**src/rtl/pe_pkg.sv**
```systemverilog
`timescale 1ns/1ps
package pe_pkg;
  localparam int unsigned DEF_SEG_REQ = 8;

  typedef struct packed {
    logic busy;
    logic idle;
  } pe_flags_t;
endpackage

```
**src/rtl/pe_slice.sv**
```systemverilog
`timescale 1ns/1ps
module pe_slice
  import pe_pkg::*;
#(
  parameter int unsigned NREQ = DEF_SEG_REQ,
  localparam int unsigned CW  = $clog2(NREQ)
) (
  input  logic            en,
  input  logic [NREQ-1:0] lines,
  output logic [CW-1:0]   idx,
  output pe_flags_t       flags
);
  logic [CW-1:0] win;
  logic          seen;

  always_comb begin
    win  = '0;
    seen = 1'b0;
    for (int i = 0; i < int'(NREQ); i++) begin
      if (lines[i]) begin
        win  = CW'(i);
        seen = 1'b1;
      end
    end
  end

  assign idx        = en ? win : '0;
  assign flags.busy = en & seen;
  assign flags.idle = en & ~seen;
endmodule

```
**src/rtl/pe_merge.sv**
```systemverilog
`timescale 1ns/1ps
module pe_merge
  import pe_pkg::*;
#(
  parameter int unsigned CW = 3
) (
  input  logic [CW-1:0] up_idx,
  input  pe_flags_t     up_flags,
  input  logic [CW-1:0] dn_idx,
  input  pe_flags_t     dn_flags,
  output logic [CW:0]   idx,
  output logic          busy,
  output logic          idle
);
  assign idx  = {up_flags.busy, up_idx | dn_idx};
  assign busy = up_flags.busy | dn_flags.busy;
  assign idle = dn_flags.idle;
endmodule

```
**src/rtl/prio_enc_cascade.sv**
```systemverilog
`timescale 1ns/1ps
module prio_enc_cascade
  import pe_pkg::*;
#(
  parameter int unsigned SEG_REQ = DEF_SEG_REQ,
  localparam int unsigned SEGS   = 2,
  localparam int unsigned TOT    = SEGS * SEG_REQ,
  localparam int unsigned SCW    = $clog2(SEG_REQ),
  localparam int unsigned CW     = SCW + 1
) (
  input  logic           clk,
  input  logic           rst,
  input  logic           en_in,
  input  logic [TOT-1:0] req,
  output logic [CW-1:0]  code,
  output logic           grp_act,
  output logic           en_out
);
  logic      [SEGS-1:0] seg_en;
  logic      [SCW-1:0]  seg_idx [SEGS];
  pe_flags_t            seg_fl  [SEGS];

  genvar g;
  generate
    for (g = 0; g < int'(SEGS); g++) begin : g_seg
      if (g == int'(SEGS) - 1) begin : g_top
        assign seg_en[g] = en_in;
      end else begin : g_chain
        assign seg_en[g] = seg_fl[g+1].idle;
      end
      pe_slice #(.NREQ(SEG_REQ)) u_slice (
        .en    (seg_en[g]),
        .lines (req[g*SEG_REQ +: SEG_REQ]),
        .idx   (seg_idx[g]),
        .flags (seg_fl[g])
      );
    end
  endgenerate

  logic [CW-1:0] nx_code;
  logic          nx_busy;
  logic          nx_idle;

  pe_merge #(.CW(SCW)) u_merge (
    .up_idx   (seg_idx[1]),
    .up_flags (seg_fl[1]),
    .dn_idx   (seg_idx[0]),
    .dn_flags (seg_fl[0]),
    .idx      (nx_code),
    .busy     (nx_busy),
    .idle     (nx_idle)
  );

  always_ff @(posedge clk) begin
    if (rst) begin
      code    <= '0;
      grp_act <= 1'b0;
      en_out  <= 1'b0;
    end else begin
      code    <= nx_code;
      grp_act <= nx_busy;
      en_out  <= nx_idle;
    end
  end
endmodule

```
**config.mk**
```make
export PLATFORM = sky130hd
export DESIGN_NAME = prio_enc_cascade
export DESIGN_NICKNAME = d
export VERILOG_FILES = /design/src/rtl/pe_pkg.sv /design/src/rtl/pe_slice.sv /design/src/rtl/pe_merge.sv /design/src/rtl/prio_enc_cascade.sv
export SDC_FILE = /design/constraint.sdc
export NUM_CORES = 1
export LEC_CHECK = 0
export ABC_AREA = 1
export BUFFER_PORTS_ARGS = -buffer_cell sky130_fd_sc_hd__buf_2
export CORE_MARGIN = 3
export CORE_UTILIZATION = 25
export CTS_CLUSTER_DIAMETER = 60
export CTS_CLUSTER_SIZE = 24
export DETAILED_ROUTE_END_ITERATION = 8
export SLEW_MARGIN = 20
export SYNTH_ARGS = -nofsm -noshare
export SYNTH_HDL_FRONTEND = slang
export SYNTH_SLANG_ARGS = --single-unit
```
**constraint.sdc**
```tcl
create_clock -name clk -period 0.8 [get_ports clk]
set_input_delay 0.16 -clock clk [delete_from_list [all_inputs] [get_ports clk]]
set_output_delay 0.16 -clock clk [all_outputs]
set_load 0.01 [all_outputs]
```
### Word-level counts from Yosys, hierarchy flattened

Index checks and enable logic that the tools add are counted.

* add/sub/neg operators: 0
* $mul: 0
* div/mod/pow operators: 0
* magnitude comparators: 0
* equality and inequality tests: 0
* shifts and indexed selects: 0
* mux-type cells: 32
* bitwise logic cells: 8
* reductions and logical operators: 0

Operators with widths (number)
* 3-bit two-way mux: 10
* 1-bit two-way mux: 18
* 2-bit two-way mux: 4
* 1-bit AND: 4
* 3-bit bitwise OR: 1
* 1-bit inverter: 2
* 1-bit bitwise OR: 1

* bits in registers: 6
* latch bits: 0
* RAM bits: 0
* bits in read-only memories: 0
* bits of input ports: 19
* word-level logic and storage cells: 43
* memories kept: 0

### Logic depth before layout (Yosys ltp)

Gate-level depths: netlist of the first run.

* depth after elaboration: 12
* mapped depth: 9
* mapped depth without buffers: 9

### Modules after synthesis

Synthesis of the first run repeated with hierarchy kept, for this count alone.

* cells, all modules: 78
* area total of the unflattened synthesis: 465.4 µm²

Modules (own cells, without submodules)
* pe_slice: instances 2, cells an instance 23, area an instance 120.1 µm²
* prio_enc_cascade: instances 1, cells an instance 18, area an instance 165.2 µm²
* pe_merge: instances 1, cells an instance 14, area an instance 60.1 µm²

### Worst setup path after synthesis of the first run

Ideal clock, no wire load.

* kind: input to register
* start: input req[13]
* end: register code[1]
* setup time: 70 ps
* arrival: 667 ps
* slack: 63 ps
* stages: 5
* cells stage by stage: inv_1 nand4_2 nor2_2 nand2_1 a21oi_1

* word-level cells in the longest chain between the ends: 7
* elaborated cells between the ends (all ways): 11

RTL lines
* start: declaration: RTL line prio_enc_cascade.sv:14 `input logic [TOT-1:0] req,`
* 1-bit two-way mux (3 in series): RTL line pe_slice.sv:20 `if (lines[i]) begin`
* 1-bit inverter: RTL line pe_slice.sv:29 `assign flags.idle = en & ~seen;`
* 1-bit AND: RTL line pe_slice.sv:29
* 3-bit two-way mux: RTL line pe_slice.sv:27 `assign idx = en ? win : '0;`
* 3-bit bitwise OR *: RTL line pe_merge.sv:15 `assign idx = {up_flags.busy, up_idx | dn_idx};`
* end signal: assignment: RTL line prio_enc_cascade.sv:60 `code <= nx_code;`
* end: declaration: RTL line prio_enc_cascade.sv:15 `output logic [CW-1:0] code,`

Every way passes the cells marked *; elsewhere a longest branch is shown, timed or not.
A chain may end at the register's enable or synchronous reset.

### Worst setup path after layout of the first run

* start: register code[3]
* end: output code[3]

No word-level cell between the ends.

==> results of run 1 <==
-- cell type report --
class                   count  area [µm²]
clock buffers               3       22.52
fillers                   148       743.2
inverters                  13       48.80
multi-input cells          39       201.4
flip-flops and latches      6       121.4
well taps                  15       18.77
repair buffers             30       177.7
-- cell families (layout without fill, tap and decap cells) --
group                  count (synthesis)  after routing  synth area share
AND/OR/NAND/NOR                       32             32            0.4271
flip-flops                             6              6            0.3333
AO/OA/AOI/OAI                          7              7            0.1042
buffers and inverters                 13             46            0.1354
-- power breakdown --
group	switching, µW	total, µW	internal, µW
clock	109	279	170
sequential	2.39	316	314
combinational	86.1	176	89.8
-- sequential cells by signal, summed over array words and instances, names as in the netlist --
| signal | count |
|---|---|
| en_out | 1 |
| code | 4 |
| grp_act | 1 |
-- path summary, 6_finish.rpt --
path / from / to / slack (ns) / cells past startpoint
max: code[3]$_SDFF_PP0_ / code[3] / -0.02 / 1
min: rst / code[0]$_SDFF_PP0_ / 0.11 / 2
-- through the flow --
step / hold slack (ns) / setup slack, ns
final: 0.1117 / -0.01940
after global routing: 0.1009 / -0.05817
after CTS: 0.1004 / -0.03177
after detailed placement: 0.3577 / -0.1809
after global placement: 0.3642 / -0.1615
after floorplan: 0.2291 / 0.06324
-- cells in the mapped netlist --
| master | n | area [µm²] |
|---|---|---|
| a21oi_1 | 6 | 30.03 |
| nor3_2 | 1 | 10.01 |
| nand4_1 | 1 | 6.260 |
| inv_2 | 3 | 11.26 |
| o211ai_1 | 1 | 7.510 |
| nor2_1 | 4 | 15.01 |
| nand2_1 | 19 | 71.32 |
| nand4_2 | 1 | 12.51 |
| nand3_1 | 2 | 10.01 |
| dfxtp_1 | 6 | 120.1 |
| nand3_2 | 1 | 10.01 |
| inv_1 | 10 | 37.54 |
| nor2_2 | 2 | 12.51 |
| or2_1 | 1 | 6.260 |
-- what timing repair did --
item | CTS | global route
hold endpoints to repair | 0 | 0
pin swaps | 0 | 4
gates resized for setup | 0 | 5
setup endpoints to repair | 6 | 7
cloned | 0 | 0
-- per-layer routing --
metal	wire length, µm	vias up	track usage
met3	66	0	0.05394
met1	350	175	0.08911
met5	0	-	0
met2	437	14	0.1512
li1	-	243	-
met4	0	0	0.03614
-- layout by cell type (no fill, tap or decap), drive strengths merged --
cell and count:
or2 1, nand2 19, dfxtp 6, clkbuf 3, inv 13, buf 30
nand3 3, nand4 2, o211ai 1, nor2 6, nor3 1, a21oi 6
==> flow_metrics.tcl, run 1 <==
set metrics [dict create \
    rsz0062_at_grt "yes" \
    io_pins 25 \
    worst_slew_pin_slew_ns 0.1477 \
    drive_gt1_frac 0.4725 \
    hpwlAfterDp_um 719.2 \
    fin_cells 106 \
    seq_area_frac_synth 0.3333 \
    drc 0 \
    die_w_um 43.97 \
    syn_area_um2 360.3 \
    slowest_delay_ns 0.30 \
    power_leakage_uw 0.0003432 \
    drtAntennaViolNets 0 \
    required_ns 0.64 \
    cts.sinks 6 \
    antenna_found_initial 0 \
    fin_ws_ns -0.01940 \
    hold_path.class "in -> reg" \
    clk_pin_slew_ns 0.05 \
    start_kind "flip-flop" \
    cts_tree "yes" \
    max_cap_violations 0 \
    cp_top_family "flip-flops" \
    wl_per_cell_um 8.057 \
    status "finished, violations left" \
    vias 432 \
    antenna_cells 0 \
    overflow 0 \
    htreeDepth 1 \
    die_y_um 43.97 \
    path_cells "buf_2" \
    cts_setup_buffers 0 \
    portBuffers 24 \
    final-setup-viol-count 6 \
    start_util 0.2702 \
    hold_viol 0 \
    grt_pass1_wl_mm 1.276 \
    grt_pass1_vias 369 \
    layout-area-overhead-vs-synth_pct 63.89 \
    nets 112 \
    drt-vias-per-instance 4.075 \
    core_um2 1334 \
    ys_types 14 \
    critPathBufInv 1 \
    place_area_um2 544.3 \
    fp-row-count 13 \
    clock_path_buffers 2 \
    max-slew-margin-rel 0.9013 \
    finalCritPeriodShare 1.024 \
    max_freq_mhz 1220 \
    grt_usage 0.08992 \
    cts_root_buf "clkbuf_4" \
    die-area_um2 1933 \
    arrival_ns 0.66 \
    final-max-slew-violation-count 0 \
    worstSetupPathType "reg -> out" \
    endpoint_kind "output pin" \
    ys_seq_elements 6 \
    vdd_drop_max_mv 0.3433 \
    violations "setup timing" \
    min_period_ns 0.8194 \
    drt-total-wl_um 854 \
    syn_area_per_cell_um2 6.213 \
    cts_made_buffers 3 \
    drt-initial-drc-count 1 \
    synth_nets 77 \
    cpMaxStageDelayCell "dfxtp_1" \
    ctsHoldBuffers 0 \
    post-place-cells 103 \
    syn_inst 58 \
    yosysWarnings 0 \
    first_pass_iters 2 \
    grt_max_degree 5 \
    setup-tns-final_ns -0.1017 \
    postLayoutCoreUtil 0.4428 \
    critical_path_peak_fanout 1 \
    design_area_um2 590.6 \
    finalPower_uw 770.7 \
    place.gp.congestion 0.6920 \
    powerDensity_nw_per_um2 1305 \
]
No activity file was read; power rests on OpenSTA's default activity.
==> run 2, diff against run 1 <==
Settings changed: BUFFER_PORTS_ARGS -buffer_cell sky130_fd_sc_hd__buf_2 to -buffer_cell sky130_fd_sc_hd__buf_4, CORE_ASPECT_RATIO set to 1.2, SYNTH_HIERARCHICAL set to 1.
==> run 2 against run 1 <==
The run still ends with setup timing left. Clock-buffer cell count unchanged. Synthesized area increased by 29%. Sequential power increased by 2%. Cell area increased by 35%. Fmax decreased by 4.0%. Sequential share of layout area decreased by 4.9 points. Sequential cell count unchanged. Non-clock buffer count increased by 3. Critical path type is now in -> reg.
==> flow_metrics.tcl, run 2 <==
set metrics [dict create \
    status "finished, violations left" \
    violations "setup timing" \
    yosysMostFrequentCell "inv_1" \
    place.gp.congestion 0.7466 \
    fin_ws_ns -0.05356 \
    cts_made_buffers 3 \
    drt-initial-drc-count 6 \
    finalCritPeriodShare 1.067 \
    die_w_um 45.39 \
    hold_path.class "in -> reg" \
    regMostFlops "code" \
    synth_edf_count 0 \
    max_freq_mhz 1172 \
    start_util 0.2735 \
    core_um2 1702 \
    largest_register_ffs 4 \
    vias 533 \
    switching_share 0.2507 \
    overflow 0 \
    cts.sinks 6 \
    rsz0062_at_grt "yes" \
    htreeDepth 1 \
    arrival_ns 1.03 \
    start_kind "input pin" \
    grt_pass1_vias 506 \
    final-setup-viol-count 9 \
    synth_nets 97 \
    final-max-slew-violation-count 0 \
    grt_usage 0.09041 \
    antenna_cells 0 \
    antenna_found_initial 0 \
    drtAntennaViolNets 0 \
    drt-vias-per-instance 4.100 \
    synth_flop_cell "dfxtp_1" \
    drive_gt1_frac 0.5268 \
    worst_slew_pin_slew_ns 0.1465 \
    place_area_um2 718.2 \
    hold_viol 0 \
    vdd_drop_max_mv 0.3031 \
    layout_common_cells "buf_4 (23), inv_1 (19), nand2_1 (14), nor2_1 (11), buf_6 (10)" \
    p_seq_frac 0.380 \
    p_int_uw 635.0 \
    yosysWarnings 6 \
    drt-total-wl_um 941 \
    multiInputGateArea_um2 235.2 \
    first_pass_iters 4 \
    synth_commonest_cells "inv_1 (20), nand2_1 (14), nor2_1 (12)" \
    portBuffers 24 \
    grt_pass1_wl_mm 1.656 \
    fillers 189 \
    min_period_ns 0.8536 \
    combinationalPowerShare 0.307 \
    powerDensity_nw_per_um2 1062 \
    yosys-top-cells-area "dfxtp_1 (26%), inv_1 (16%), nand2_1 (11%)" \
    synth_top_area_share 0.2581 \
    clock_path_buffers 2 \
    post-place-cells 125 \
    required_ns 0.97 \
    cts_tree "yes" \
    postLayoutCoreUtil 0.4691 \
    worstSetupPathType "in -> reg" \
    switchingPower_uw 212.5 \
    drc 0 \
    final-seq-area_um2 125.1 \
    async_reset_ff_frac 0 \
    dp_slack_ns -0.3656 \
    die-area_um2 2418 \
    io_pins 25 \
    clk_pin_slew_ns 0.04 \
    max_cap_violations 0 \
    critical_path_peak_fanout 5 \
    syn_inst 78 \
    cts_root_buf "clkbuf_4" \
    syn_area_per_cell_um2 5.967 \
    endpoint_kind "flip-flop" \
    hpwlAfterDp_um 866.4 \
    max-slew-margin-rel 0.9018 \
    nets 133 \
    layout-area-overhead-vs-synth_pct 71.51 \
    design_area_um2 798.3 \
    power_leakage_uw 0.0004315 \
    reg_top3 "code x4, en_out x1, grp_act x1" \
    grt_max_degree 7 \
    syn_area_um2 465.4 \
    seq_area_frac_synth 0.2581 \
    clkPwrFrac 0.314 \
    fin_cells 130 \
    ys_types 14 \
    final_common_cell "buf_4" \
    ys_seq_elements 6 \
    wl_per_cell_um 7.238 \
    synth_top_cell_by_area "dfxtp_1" \
    fp-row-count 16 \
    die_y_um 53.27 \
]
==> run 2: final timing paths <==
path / end / startpoint / cells past startpoint / slack [ns]
worst max-delay path: code[1]$_SDFF_PP0_ / req[8] / 10 / -0.05
worst min-delay path: code[3]$_SDFF_PP0_ / rst / 2 / 0.11
==> run 2: kinds of logic after synthesis <==
group	share of synthesized area
AND/OR/NAND/NOR	0.3656
buffers and inverters	0.2634
AO/OA/AOI/OAI	0.1129
flip-flops	0.2581
==> run 2: area by class of cell <==
cell class,count,share of cell area
Tap cell,18,0.02821
Multi-Input combinational cell,42,0.2947
Inverter,28,0.1348
Timing Repair Buffer,33,0.3574
Sequential cell,6,0.1567
Clock buffer,3,0.02821
==> run 2: power by group through the flow <==
| stage | registers [µW] | logic (µW) | clock network [µW] |
|---|---|---|---|
| final | 322 | 260 | 266 |
| after global routing | 322 | 290 | 286 |
| after CTS | 321 | 260 | 286 |
| after detailed placement | 323 | 245 | 0 |
| after global placement | 322 | 242 | 0 |
| after floorplan | 330 | 94.6 | 0 |
==> run 2: metrics by stage <==
step	TNS [ns]	hold WS, ns	total power [µW]
floorplan	-0.5389	0.2312	424.9
global placement	-1.418	0.3676	564.9
detailed placement	-1.557	0.3678	568.2
CTS	-0.4148	0.1012	867.4
global route	-0.8155	0.1136	897.7
finish	-0.2193	0.1104	847.5
==> run 2: worst max-delay path: stages <==
cell     delay, ns
buf_6         0.09
nor2_4        0.09
nand3_2       0.07
nor3_2        0.17
inv_2         0.08
a31oi_1       0.14
inv_1         0.05
nand2_1       0.05
inv_1         0.03
nor2_1        0.08
==> run 2: routing by layer <==
layer | vias to the layer above | wire, µm | GRT usage
met5 | - | 0 | 0
met4 | 0 | 0 | 0.05854
met3 | 0 | 66 | 0.01020
met2 | 15 | 537 | 0.1721
met1 | 226 | 337 | 0.08669
li1 | 292 | - | -
==> run 2: what timing repair did <==
item / CTS / global route
setup endpoints to repair: 10 / 11
resized for setup: 10 / 4
pin swaps: 4 / 5
hold buffers: 0 / 0
setup buffers: 2 / 0
